**src/rtl/dct_pkg.sv**
```systemverilog
package dct_pkg;
  localparam int unsigned CMD_W   = 4;
  localparam int unsigned DATA_W  = 16;
  localparam int unsigned FRAME_W = 32;
  localparam logic [CMD_W-1:0] CMD_NOP = 4'b1111;

  typedef enum logic [2:0] {
    ST_IDLE = 3'd0,
    ST_LO   = 3'd1,
    ST_HI   = 3'd2,
    ST_TAIL = 3'd3,
    ST_GAP  = 3'd4
  } ctl_state_t;

  // Frame layout: 8 zero pad bits, command, 4 zero pad bits, data.
  function automatic logic [FRAME_W-1:0] make_frame(input logic [CMD_W-1:0] c,
                                                    input logic [DATA_W-1:0] d);
    return {8'h00, c, 4'h0, d};
  endfunction
endpackage

```
**src/rtl/dct_frame_asm.sv**
```systemverilog
module dct_frame_asm
  import dct_pkg::*;
#(
  parameter int unsigned NDEV = 4
) (
  input  logic [NDEV-1:0]        en,
  input  logic [NDEV*CMD_W-1:0]  cmd_vec,
  input  logic [NDEV*DATA_W-1:0] data_vec,
  output logic [NDEV*FRAME_W-1:0] stream
);
  // Slot k sits at bits 32k+31..32k; the highest slot leaves first.
  for (genvar k = 0; k < NDEV; k++) begin : g_slot
    always_comb begin
      if (en[k])
        stream[k*FRAME_W +: FRAME_W] = make_frame(cmd_vec[k*CMD_W +: CMD_W],
                                                  data_vec[k*DATA_W +: DATA_W]);
      else
        stream[k*FRAME_W +: FRAME_W] = make_frame(CMD_NOP, '0);
    end
  end
endmodule

```
**src/rtl/dct_sck_gen.sv**
```systemverilog
module dct_sck_gen #(
  parameter int unsigned DIV = 2
) (
  input  logic clk,
  input  logic rst,
  input  logic run,
  output logic tick
);
  localparam int unsigned CW = (DIV > 1) ? $clog2(DIV) : 1;
  localparam logic [CW-1:0] LAST = CW'(DIV - 1);

  logic [CW-1:0] cnt_q;

  always_ff @(posedge clk) begin
    if (rst || !run)
      cnt_q <= '0;
    else if (cnt_q == LAST)
      cnt_q <= '0;
    else
      cnt_q <= cnt_q + 1'b1;
  end

  assign tick = run && (cnt_q == LAST);
endmodule

```
**src/rtl/dct_shifter.sv**
```systemverilog
module dct_shifter #(
  parameter int unsigned W = 128
) (
  input  logic         clk,
  input  logic         rst,
  input  logic         load,
  input  logic [W-1:0] load_val,
  input  logic         advance,
  input  logic         sample,
  input  logic         ser_in,
  output logic         ser_out,
  output logic [W-1:0] rx_vec
);
  logic [W-1:0] tx_q;
  logic [W-1:0] rx_q;

  always_ff @(posedge clk) begin
    if (rst) begin
      tx_q <= '0;
    end else if (load) begin
      tx_q <= load_val;
    end else if (advance) begin
      tx_q <= {tx_q[W-2:0], 1'b0};
    end
  end

  always_ff @(posedge clk) begin
    if (rst)
      rx_q <= '0;
    else if (sample)
      rx_q <= {rx_q[W-2:0], ser_in};
  end

  assign ser_out = tx_q[W-1];
  assign rx_vec  = rx_q;
endmodule

```
**src/rtl/dct_ctrl.sv**
```systemverilog
module dct_ctrl
  import dct_pkg::*;
#(
  parameter int unsigned NBITS = 128
) (
  input  logic clk,
  input  logic rst,
  input  logic start,
  input  logic tick,
  output logic run,
  output logic load,
  output logic advance,
  output logic sample,
  output logic capture,
  output logic cs_ld,
  output logic sck,
  output logic busy,
  output logic done
);
  localparam int unsigned BW = $clog2(NBITS);
  localparam logic [BW-1:0] LAST_BIT = BW'(NBITS - 1);

  ctl_state_t state_q, state_d;
  logic [BW-1:0] bit_q;
  logic          gap_q;

  always_comb begin
    state_d = state_q;
    load    = 1'b0;
    advance = 1'b0;
    sample  = 1'b0;
    capture = 1'b0;
    unique case (state_q)
      ST_IDLE: if (start) begin
        load    = 1'b1;
        state_d = ST_LO;
      end
      ST_LO: if (tick) begin
        sample  = 1'b1;
        state_d = ST_HI;
      end
      ST_HI: if (tick) begin
        if (bit_q == LAST_BIT) begin
          state_d = ST_TAIL;
        end else begin
          advance = 1'b1;
          state_d = ST_LO;
        end
      end
      ST_TAIL: if (tick) state_d = ST_GAP;
      ST_GAP: if (tick && gap_q) begin
        capture = 1'b1;
        state_d = ST_IDLE;
      end
      default: state_d = ST_IDLE;
    endcase
  end

  assign run = (state_q != ST_IDLE);

  always_ff @(posedge clk) begin
    if (rst) begin
      state_q <= ST_IDLE;
      bit_q   <= '0;
      gap_q   <= 1'b0;
      cs_ld   <= 1'b1;
      sck     <= 1'b0;
      busy    <= 1'b0;
      done    <= 1'b0;
    end else begin
      state_q <= state_d;
      done    <= capture;
      if (load)
        bit_q <= '0;
      else if (advance)
        bit_q <= bit_q + 1'b1;
      if (state_q == ST_TAIL)
        gap_q <= 1'b0;
      else if (state_q == ST_GAP && tick)
        gap_q <= 1'b1;
      if (load)
        cs_ld <= 1'b0;
      else if (state_q == ST_TAIL && tick)
        cs_ld <= 1'b1;
      if (sample)
        sck <= 1'b1;
      else if (state_q == ST_HI && tick)
        sck <= 1'b0;
      if (load)
        busy <= 1'b1;
      else if (capture)
        busy <= 1'b0;
    end
  end
endmodule

```
**src/rtl/dchain_dac_tx.sv**
```systemverilog
module dchain_dac_tx
  import dct_pkg::*;
#(
  parameter int unsigned NDEV = 4,
  parameter int unsigned DIV  = 2
) (
  input  logic                      clk,
  input  logic                      rst,
  input  logic                      start,
  input  logic [NDEV-1:0]           req_en,
  input  logic [NDEV*CMD_W-1:0]     req_cmd,
  input  logic [NDEV*DATA_W-1:0]    req_data,
  input  logic                      sdo_in,
  output logic                      cs_ld,
  output logic                      sck,
  output logic                      sdi,
  output logic                      busy,
  output logic                      done,
  output logic [NDEV*FRAME_W-1:0]   rx_data
);
  localparam int unsigned NBITS = NDEV * FRAME_W;

  logic [NBITS-1:0] stream;
  logic [NBITS-1:0] rx_vec;
  logic run, tick, load, advance, sample, capture;

  dct_frame_asm #(.NDEV(NDEV)) u_asm (
    .en(req_en), .cmd_vec(req_cmd), .data_vec(req_data), .stream(stream)
  );

  dct_sck_gen #(.DIV(DIV)) u_div (
    .clk(clk), .rst(rst), .run(run), .tick(tick)
  );

  dct_ctrl #(.NBITS(NBITS)) u_ctl (
    .clk(clk), .rst(rst), .start(start), .tick(tick), .run(run),
    .load(load), .advance(advance), .sample(sample), .capture(capture),
    .cs_ld(cs_ld), .sck(sck), .busy(busy), .done(done)
  );

  dct_shifter #(.W(NBITS)) u_shf (
    .clk(clk), .rst(rst), .load(load), .load_val(stream), .advance(advance),
    .sample(sample), .ser_in(sdo_in), .ser_out(sdi), .rx_vec(rx_vec)
  );

  always_ff @(posedge clk) begin
    if (rst)
      rx_data <= '0;
    else if (capture)
      rx_data <= rx_vec;
  end
endmodule

```
**config.mk**
```make
export PLATFORM = sky130hd
export DESIGN_NAME = dchain_dac_tx
export DESIGN_NICKNAME = d
export VERILOG_FILES = /design/src/rtl/dct_pkg.sv /design/src/rtl/dct_frame_asm.sv /design/src/rtl/dct_sck_gen.sv /design/src/rtl/dct_shifter.sv /design/src/rtl/dct_ctrl.sv /design/src/rtl/dchain_dac_tx.sv
export SDC_FILE = /design/constraint.sdc
export NUM_CORES = 1
export LEC_CHECK = 0
export ABC_AREA = 1
export BUFFER_PORTS_ARGS = -buffer_cell sky130_fd_sc_hd__buf_2
export CORE_MARGIN = 5
export CORE_UTILIZATION = 35
export DETAILED_ROUTE_END_ITERATION = 12
export GPL_TIMING_DRIVEN = 0
export PLACE_DENSITY = 0.61
export SYNTH_ARGS = -nofsm -noshare
export SYNTH_HDL_FRONTEND = slang
export SYNTH_SLANG_ARGS = --single-unit
export TNS_END_PERCENT = 1
```
**constraint.sdc**
```tcl
create_clock -name clk -period 4.15 [get_ports clk]
set_input_delay 0 -clock clk [delete_from_list [all_inputs] [get_ports clk]]
set_output_delay 0 -clock clk [all_outputs]
set_load 0.005 [all_outputs]
```
After elaboration in Yosys (flattened, before gate mapping)
Cells that the tools add are included.

Flip-flop bits (word level): 400.

Add/subtract/negate cells: 2. Equality and inequality tests: 10. Mux-type cells: 28. Reduce and logical (&&, ||, !) cells: 17.

Operators by type and width (number): $mux 128 (2); $mux 24 (4); $mux 1 (15); $mux 3 (5); $pmux 3 s5 (1); $ne 2x1->1 const B (4); $reduce_bool 2->1 (4); $add 7x1->7 const B (1); $eq 7x7->1 const B (1); $eq 3x2->1 const B (2); $reduce_or 2->1 (3); $logic_and 1x1->1 (5); $reduce_and 5->1 (1); $eq 3x1->1 const B (1); $eq 3x3->1 const B (1); $logic_not 3->1 (1); $reduce_bool 3->1 (1); $mux 2 (1); $ne 2x2->1 const B (1); $add 1x1->1 const B (1); $logic_not 1->1 (1); $logic_or 1x1->1 (1).

Logic depth before layout (Yosys ltp)
Gate-level depths: netlist of run 1.

Depth after elaboration: 7. Mapped depth: 10. Depth with buffers taken out: 9.

Hierarchy
Synthesis of run 1 repeated with hierarchy kept, for this count alone.

Cells, all modules: 2664. Area total of the unflattened synthesis: 17558.1 um^2.

Modules (own cells, without submodules): dct_shifter (times used 1, cells each 1521, area an instance 10491.3 um^2); dchain_dac_tx (times used 1, cells each 811, area an instance 5206.2 um^2); dct_frame_asm (times used 1, cells each 217, area an instance 1054.8 um^2); dct_ctrl (times used 1, cells each 109, area an instance 764.5 um^2); dct_sck_gen (times used 1, cells each 6, area an instance 41.3 um^2).

Worst setup path before layout of run 1
Ideal clock, no wire load.

Path type: register -> register. Start: register u_ctl.bit_q[0]. End: register u_shf.tx_q[4]. Library setup time: 0.132 ns. Arrival time: 1.422 ns. Data required time: 4.018 ns. Path slack: 2.596 ns. Cell stages (with the launch flop): 11. Path buffers: 2. Clock period less this slack: 1.554 ns. Path through: dfxtp_1 > ha_1 > nand3_1 > inv_1 > nand2_1 > nand2_2 > nand2_2 > buf_6 > buf_6 > nand2_1 > a21oi_1.

Cells in the longest elaborated chain, start to end: 5.

Ends and longest elaborated chain: start: declaration (RTL line dct_ctrl.sv:24) `logic [BW-1:0] bit_q;`; start signal: assignment (RTL line dct_ctrl.sv:76) `bit_q <= bit_q + 1'b1;`; $eq 7x7->1 (RTL line dct_ctrl.sv:43) `if (bit_q == LAST_BIT) begin`; $mux 1 (RTL line dct_ctrl.sv:43); $mux 1 (RTL line dct_ctrl.sv:42) `ST_HI: if (tick) begin`; $mux 1 (RTL line dct_ctrl.sv:33) `unique case (state_q)`; $reduce_bool 2->1 (no source line); end signal: assignment (RTL line dct_shifter.sv:21) `tx_q <= load_val;`; end signal: assignment (RTL line dct_shifter.sv:23) `tx_q <= {tx_q[W-2:0], 1'b0};`; end: declaration (RTL line dct_shifter.sv:14) `logic [W-1:0] tx_q;`.

Every way passes these cells. A chain may end at the register's enable or synchronous reset.

Final worst setup path of run 1
Start: register u_ctl.state_q[0]. End: register u_shf.tx_q[21].

Cells in the longest elaborated chain, start to end: 5. Elaborated cells between the ends (all ways): 9. Classes of those cells: 1 x eq/ne; 4 x mux; 4 x reduce/logical.

Ends and longest elaborated chain: start: declaration (RTL line dct_ctrl.sv:23) `ctl_state_t state_q, state_d;`; start signal: assignment (RTL line dct_ctrl.sv:71) `state_q <= state_d;`; $reduce_bool 3->1 (RTL line dct_ctrl.sv:59) `assign run = (state_q != ST_IDLE);`; $logic_and 1x1->1 (RTL line dct_sck_gen.sv:23) `assign tick = run && (cnt_q == LAST);`; $mux 1 (RTL line dct_ctrl.sv:42); $mux 1 (RTL line dct_ctrl.sv:33); $reduce_bool 2->1 (no source line).

Parallel ways exist; a longest one is shown, timed or not.

==> run summary, run 1 <==
Outcome - finished, final reports clean
Ys async rst share - 0%
Wirelength, routed - 47,700 um
Max_cap viols - 0
Port buffer count - 214
Multi-input logic area - 6410 um^2
Seq cells post-synth - 400
Row Count - 78
Overall power consumption - 10.4 mW
H-tree depth - 2
Mapped Avg Cell Area - 7.17 um^2
Die Span X - 225 um
Register area share after synthesis - 49.7%
All-Layer GR Usage - 18.2%
Cts bufs inserted - 44
Worst path required time - 4.62 ns
Synth top area share - 49.7%
Io pins - 221
Place WS - 2.08 ns
Period utilisation layout - 56.7%
Synth Instances - 2,246
Drt pass-1 iters - 5
Classification of the worst setup path - flop to flop
Clock skew - 0.0313 ns
Syn. warnings - 0
Final TNS setup - 0 ns
Post-synth EDFFs - 0
Unrepaired setup endpoints after global routing - false
DRC Markers - 0
CTS max path bufs - 3
Vias - 15,563
Initial antenna violation count - 2
PwrDens - 507 nW/um^2
Total setup buffers inserted after CTS - 0
VDD IR max - 0.342 mV
Syn nets - 2,335
Fin worst setup slack - 1.80 ns
Initial Util - 35.4%
Synth Area in Compound Gates - 16.6%
Clk pin slew, worst setup/hold paths - 0.06 ns
Largest net degree at the start of global routing - 13
Final hold violation count - 0
Mux cell area share after synthesis - 0%
Clk root buf - clkbuf_16
Count leader, synth - nor2_1
Synth top cells by count - 401 x nor2_1, 400 x dfxtp_1, 352 x nand2_1
Post-Synthesis Cell Area - 16,100 um^2
WP data arrival - 2.83 ns
Worst-margin pin slew - 0.820 ns
Min Tclk post-route - 2.35 ns
Register area - 8010 um^2
Main combinational cell family by area after synthesis - simple AND/OR/NAND/NOR gates
XOR/XNOR Fraction of Synth Area - 0.163%
Antenna Nets Post-Route - 0
Vias per cell - 4.80
Clock Sinks - 400
Fmax - 425 MHz
Vias in the first global route - 14,647
Simple-Gate Fraction of Synth Area - 23.0%
GRT overflow - 0
Startpoint types - flop
Total Die Area - 50,400 um^2
First-pass GRT wire length - 75,800 um
Antenna cells - 0
Die height - 225 um
Leakage - 9.51 nW
Core area - 45,500 um^2
Filler cells - 4,589
Library cells used by synthesis - 27
Worst rel slew slack - 45.3%
Post-synth top flop - dfxtp_1
Top post-synthesis cells by area - dfxtp_1 50%, o21ai_0 9.5%, nor2_1 9.3%
Routed len/inst - 14.7 um
Post-Synth Adder-Cell Area - 0.0777%
Yosys top cell by area - dfxtp_1
Max Slew Vio Count - 0
Final HPWL DP - 33,000 um
Share of cells above drive strength 1 - 14.3%
Worst R2R Setup Slack - 1.80 ns
Worst min-delay path class - primary input to flop
Gp weighted congestion - 0.825
Worst-skew pair later-pin latency - 0.58 ns
Critical path capture point type - flop
Final setup vio count - 0
Layout area overhead - 27.0%
DRT iter0 DRCs - 1,157
Nets - 2,701
CTS tree - yes
Critical-path maximum fanout - 10
## per-stage QoR
stage	std cells	instance area (um^2)	utilization (%)	hold slack [ns]
floorplan	2246	16100	-	0.135
global placement	3060	17900	39.4	0.233
detailed placement	3060	17900	39.4	0.267
CTS	3245	20500	45.0	0.00229
global route	3245	20500	45.0	0.0662
finish	3245	20500	45.0	0.0356
## power by group
part	switching (mW)	leakage [nW]	total [mW]	internal (mW)
clock network	1.59	0.722	3.95	2.37
registers	0.225	3.24	4.44	4.22
logic	1.30	5.55	1.99	0.683
total	3.11	9.51	10.4	7.27
## worst max-delay path, stage by stage (launching register included)
cell and delay (ns):
dfxtp_1 0.36, nor2_4 0.25, nand3_2 0.12, buf_4 0.21, buf_2 0.23, nor2_1 0.29
a21oi_1 0.11, dlygate4sd3_1 0.57, nand2_1 0.06, nor2_1 0.04
## metal layers
metal  vias to the layer above  routed length (um)  global-route usage (%)
met5                         -                  13                       0
met4                         2                1290                    5.56
met3                        92                2570                    4.03
met2                       374               22700                    30.7
met1                      7215               21200                    23.3
li1                       7880                   -                       -
## cell usage in the layout, fill, tap and decap left out
master | Yosys | final
inv_6 | 0 | 2
clkbuf_8 | 0 | 12
nand3b_1 | 19 | 19
o21ai_1 | 11 | 11
nand2_2 | 3 | 3
inv_1 | 235 | 235
dlygate4sd3_1 | 0 | 106
nand3_1 | 69 | 69
o21ai_0 | 307 | 307
nor2_2 | 4 | 4
clkinv_16 | 0 | 1
xnor2_1 | 1 | 1
xor2_1 | 2 | 2
clkbuf_1 | 82 | 95
clkinv_2 | 0 | 4
ha_1 | 1 | 1
nand2_1 | 352 | 352
nor2_1 | 401 | 401
clkbuf_16 | 0 | 44
nor3_1 | 1 | 1
nand4_1 | 50 | 50
buf_1 | 3 | 3
o211a_1 | 1 | 1
inv_2 | 2 | 2
buf_6 | 4 | 4
a211oi_1 | 2 | 2
dfxtp_1 | 400 | 400
buf_2 | 76 | 290
a21oi_1 | 210 | 210
nand3_2 | 2 | 2
bufinv_16 | 0 | 3
buf_4 | 6 | 6
clkbuf_2 | 1 | 1
nor2_4 | 1 | 1
## cell families after synthesis
| group | count (synthesis) |
|---|---|
| flip-flops | 400 |
| AND/OR/NAND/NOR | 902 |
| buffers and inverters | 409 |
| AO/OA/AOI/OAI | 531 |
| adder cells (fa/ha/maj) | 1 |
| XOR/XNOR | 3 |
## area by class of cell
class / instances / area share, %
repair buffers: 320 / 10.4
well taps: 600 / 3.67
clock inverters: 10 / 0.770
clock buffers: 69 / 6.43
inverters: 237 / 4.35
flip-flops and latches: 400 / 39.1
plain buffers: 172 / 3.88
multi-input cells: 1437 / 31.3
## repair_timing
item	CTS	global route
hold buffers	106	0
gates resized for setup	0	0
endpoints found under the hold margin	81	0
## final timing paths
| kind | to | from | cells after the start |
|---|---|---|---|
| hold / removal | u_shf.tx_q[77] | req_en[2] | 7 |
| setup / recovery | u_shf.tx_q[21] | u_ctl.state_q[0] | 9 |
| setup reg to reg | u_shf.tx_q[21] | u_ctl.state_q[0] | 9 |
| hold reg to reg | rx_data[123] | rx_data[123] | 2 |
## state kept, by name, indices dropped and copies added, names as in the netlist
register       cells
rx_data          128
u_shf.rx_vec     128
u_ctl.sck          1
u_ctl.gap_q        1
u_ctl.bit_q        7
u_shf.tx_q       128
u_ctl.state_q      3
u_ctl.done         1
u_ctl.busy         1
u_div.cnt_q        1
u_ctl.cs_ld        1
(Power assumes the default switching activity.)
==> run 2, diff against run 1 <==
--- a/config.mk
+++ b/config.mk
@@ -11,7 +11,7 @@
 export CORE_UTILIZATION = 35
 export DETAILED_ROUTE_END_ITERATION = 12
 export GPL_TIMING_DRIVEN = 0
-export PLACE_DENSITY = 0.61
+export PLACE_DENSITY = 0.63
 export SYNTH_ARGS = -nofsm -noshare
 export SYNTH_HDL_FRONTEND = slang
 export SYNTH_SLANG_ARGS = --single-unit
==> constraint.sdc (replaced) <==
create_clock -name clk -period 2 [get_ports clk]
set_input_delay 0 -clock clk [delete_from_list [all_inputs] [get_ports clk]]
set_output_delay 0 -clock clk [all_outputs]
set_load 0.005 [all_outputs]
==> run 2 against run 1 <==
  * Clock-buffer cell count fell by 11
  * Die area unchanged
  * Sequential power increased by 110%
  * Clock power rose by 120%
  * Worst setup slack lost 1.7 ns
  * Worst hold slack improved by 0.020 ns
  * Critical path depth is 2 lower
  * Via count grew 1.2%
  * Clock skew grew 0.0019 ns
  * First-iteration DRC count fell by 3.2%
  * Utilization increased by 0.19 points
  * Largest power group unchanged
==> run summary, run 2 (synthesized netlist as in run 1, its figures left out) <==
Share of cells above drive strength 1 - 15.1% (was 14.3%)
Critical-path maximum fanout - 10 (unchanged)
Area after DPL - 17,900 um^2 (unchanged)
Clk root buf - clkbuf_16 (unchanged)
Unrepaired setup endpoints after global routing - true (was false)
Cts bufs inserted - 43 (was 44)
CTS max path bufs - 3 (unchanged)
Gp weighted congestion - 0.829 (was 0.825)
Core area - 45,500 um^2 (unchanged)
Multi-input logic area - 6440 um^2 (was 6410 um^2)
Wirelength, routed - 48,000 um (was 47,700 um)
Layout area overhead - 27.6% (was 27.0%)
Io pins - 221 (unchanged)
Die height - 225 um (unchanged)
Most used cells in the layout excluding fill and tap cells - 400 x nor2_1, 399 x dfxtp_1, 352 x nand2_1 (was 401 x nor2_1, 400 x dfxtp_1, 352 x nand2_1)
Die Span X - 225 um (unchanged)
Total setup buffers inserted after CTS - 0 (unchanged)
Clock Sinks - 400 (unchanged)
Initial antenna violation count - 0 (was 2)
Commonest non-fill, non-tap cell in the layout - nor2_1 (unchanged)
Drt pass-1 iters - 6 (was 5)
Worst path required time - 2.49 ns (was 4.62 ns)
Startpoint types - primary input (was flop)
Worst-margin pin slew - 0.795 ns (was 0.820 ns)
Vias per cell - 4.86 (was 4.80)
Antenna cells - 0 (unchanged)
Max Slew Vio Count - 0 (unchanged)
Clk pin slew, worst setup/hold paths - 0.06 ns (about the same)
DRT iter0 DRCs - 1,120 (was 1,157)
H-tree depth - 2 (unchanged)
Final TNS setup - 0 ns (unchanged)
Critical path capture point type - flop (unchanged)
VDD IR max - 0.683 mV (was 0.342 mV)
Initial Util - 35.4% (unchanged)
CTS tree - yes (unchanged)
Min Tclk post-route - 1.93 ns
PwrDens - 1070 nW/um^2 (was 507 nW/um^2)
Cell area after layout - 20,500 um^2 (about the same)
Clock skew - 0.0333 ns (was 0.0313 ns)
Register area - 8010 um^2 (about the same)
Fmax - 519 MHz
Period utilisation layout - 96.4%
Nets - 2,697 (was 2,701)
GRT overflow - 0 (unchanged)
Final hold violation count - 0 (unchanged)
Worst rel slew slack - 47.0% (was 45.3%)
Total Die Area - 50,400 um^2 (unchanged)
First-pass GRT wire length - 75,700 um (was 75,800 um)
Outcome - finished, final reports clean (unchanged)
Worst min-delay path class - primary input to flop (unchanged)
Port buffer count - 214 (unchanged)
Row Count - 78 (unchanged)
Antenna Nets Post-Route - 0 (unchanged)
Final hold slack - 0.0555 ns (was 0.0356 ns)
Final setup vio count - 0 (unchanged)
All-Layer GR Usage - 18.1% (was 18.2%)
Filler cells - 4,586 (was 4,589)
WP data arrival - 2.42 ns (was 2.83 ns)
Classification of the worst setup path - primary input to flop (was flop to flop)
Routed len/inst - 14.8 um (was 14.7 um)
Worst-skew pair later-pin latency - 0.57 ns (was 0.58 ns)
Vias - 15,749 (was 15,563)
DRC Markers - 0 (unchanged)
Leakage - 9.56 nW (was 9.51 nW)
Vias in the first global route - 14,601 (was 14,647)
Max_cap viols - 0 (unchanged)
Largest net degree at the start of global routing - 15 (was 13)
Final HPWL DP - 32,900 um (was 33,000 um)
[run 2: cell count changes in the layout (fill, tap and decap cells not counted), moves of 2 or more]
cell | previous run | this run
buf_2 | 290 | 288
bufinv_16 | 3 | 6
clkbuf_1 | 95 | 79
clkbuf_2 | 1 | 8
clkbuf_8 | 12 | 10
clkinv_2 | 4 | 8
clkinv_4 | 0 | 3
dlygate4sd3_1 | 106 | 103
nor2_4 | 1 | 3
o21ai_0 | 307 | 305
o21ai_1 | 11 | 13
[run 2: final timing paths]
path,from,end,slack [ns],cells past startpoint
setup reg to reg,u_ctl.bit_q[0],u_shf.tx_q[9],0.11,10
hold reg to reg,u_shf.tx_q[90],u_shf.tx_q[91],0.44,2
setup / recovery,rst,u_shf.tx_q[19],0.07,7
hold / removal,req_en[2],u_shf.tx_q[65],0.06,7
[run 2: final cells by class]
class                      count  share of cell area, %
buffer                       172                   3.95
clock buffer                  58                   6.10
clock inverter                21                   1.40
inverter                     237                   4.33
multi-input combinational   1437                   31.4
sequential                   400                   39.0
tap                          600                   3.65
timing repair buffer         317                   10.2
[run 2: power breakdown]
part	leakage (nW)	total [mW]	internal, mW	switching [mW]
sequential	3.24	9.23	8.75	0.479
combinational	5.56	4.14	1.42	2.72
clock	0.763	8.58	5.20	3.38
[run 2: routing by layer]
layer / vias to the layer above / wire length [um] / GRT usage, %
met5: - / 0 / 0
met4: 0 / 1290 / 5.52
met3: 93 / 3000 / 3.93
met2: 454 / 22700 / 30.4
met1: 7304 / 21000 / 23.3
li1: 7898 / - / -
[run 2: critical path: stages]
cell           delay, ns
dlygate4sd3_1       0.55
buf_2               0.21
inv_1               0.20
clkbuf_1            0.63
clkbuf_1            0.50
o21ai_0             0.20
nor2_1              0.11
[run 2: per-stage QoR]
| step | cells | worst slack (ns) | utilization [%] | power (mW) |
|---|---|---|---|---|
| finish | 3242 | 0.0729 | 45.2 | 22.0 |
| detailed placement | 3060 | -0.0458 | 39.4 | 13.3 |
| CTS | 3242 | 0.00725 | 45.1 | 22.1 |
| global placement | 3060 | -0.0436 | 39.4 | 13.2 |
| global route | 3242 | -0.0690 | 45.2 | 23.1 |
| floorplan | 2246 | 0.446 | - | 12.1 |
[run 2: what timing repair did]
item | CTS | global route
resized for setup | 7 | 17
cloned | 0 | 0
hold endpoints to repair | 81 | 0
hold buffers | 103 | 0
pin swaps | 0 | 1
endpoints found under the setup margin | 64 | 235
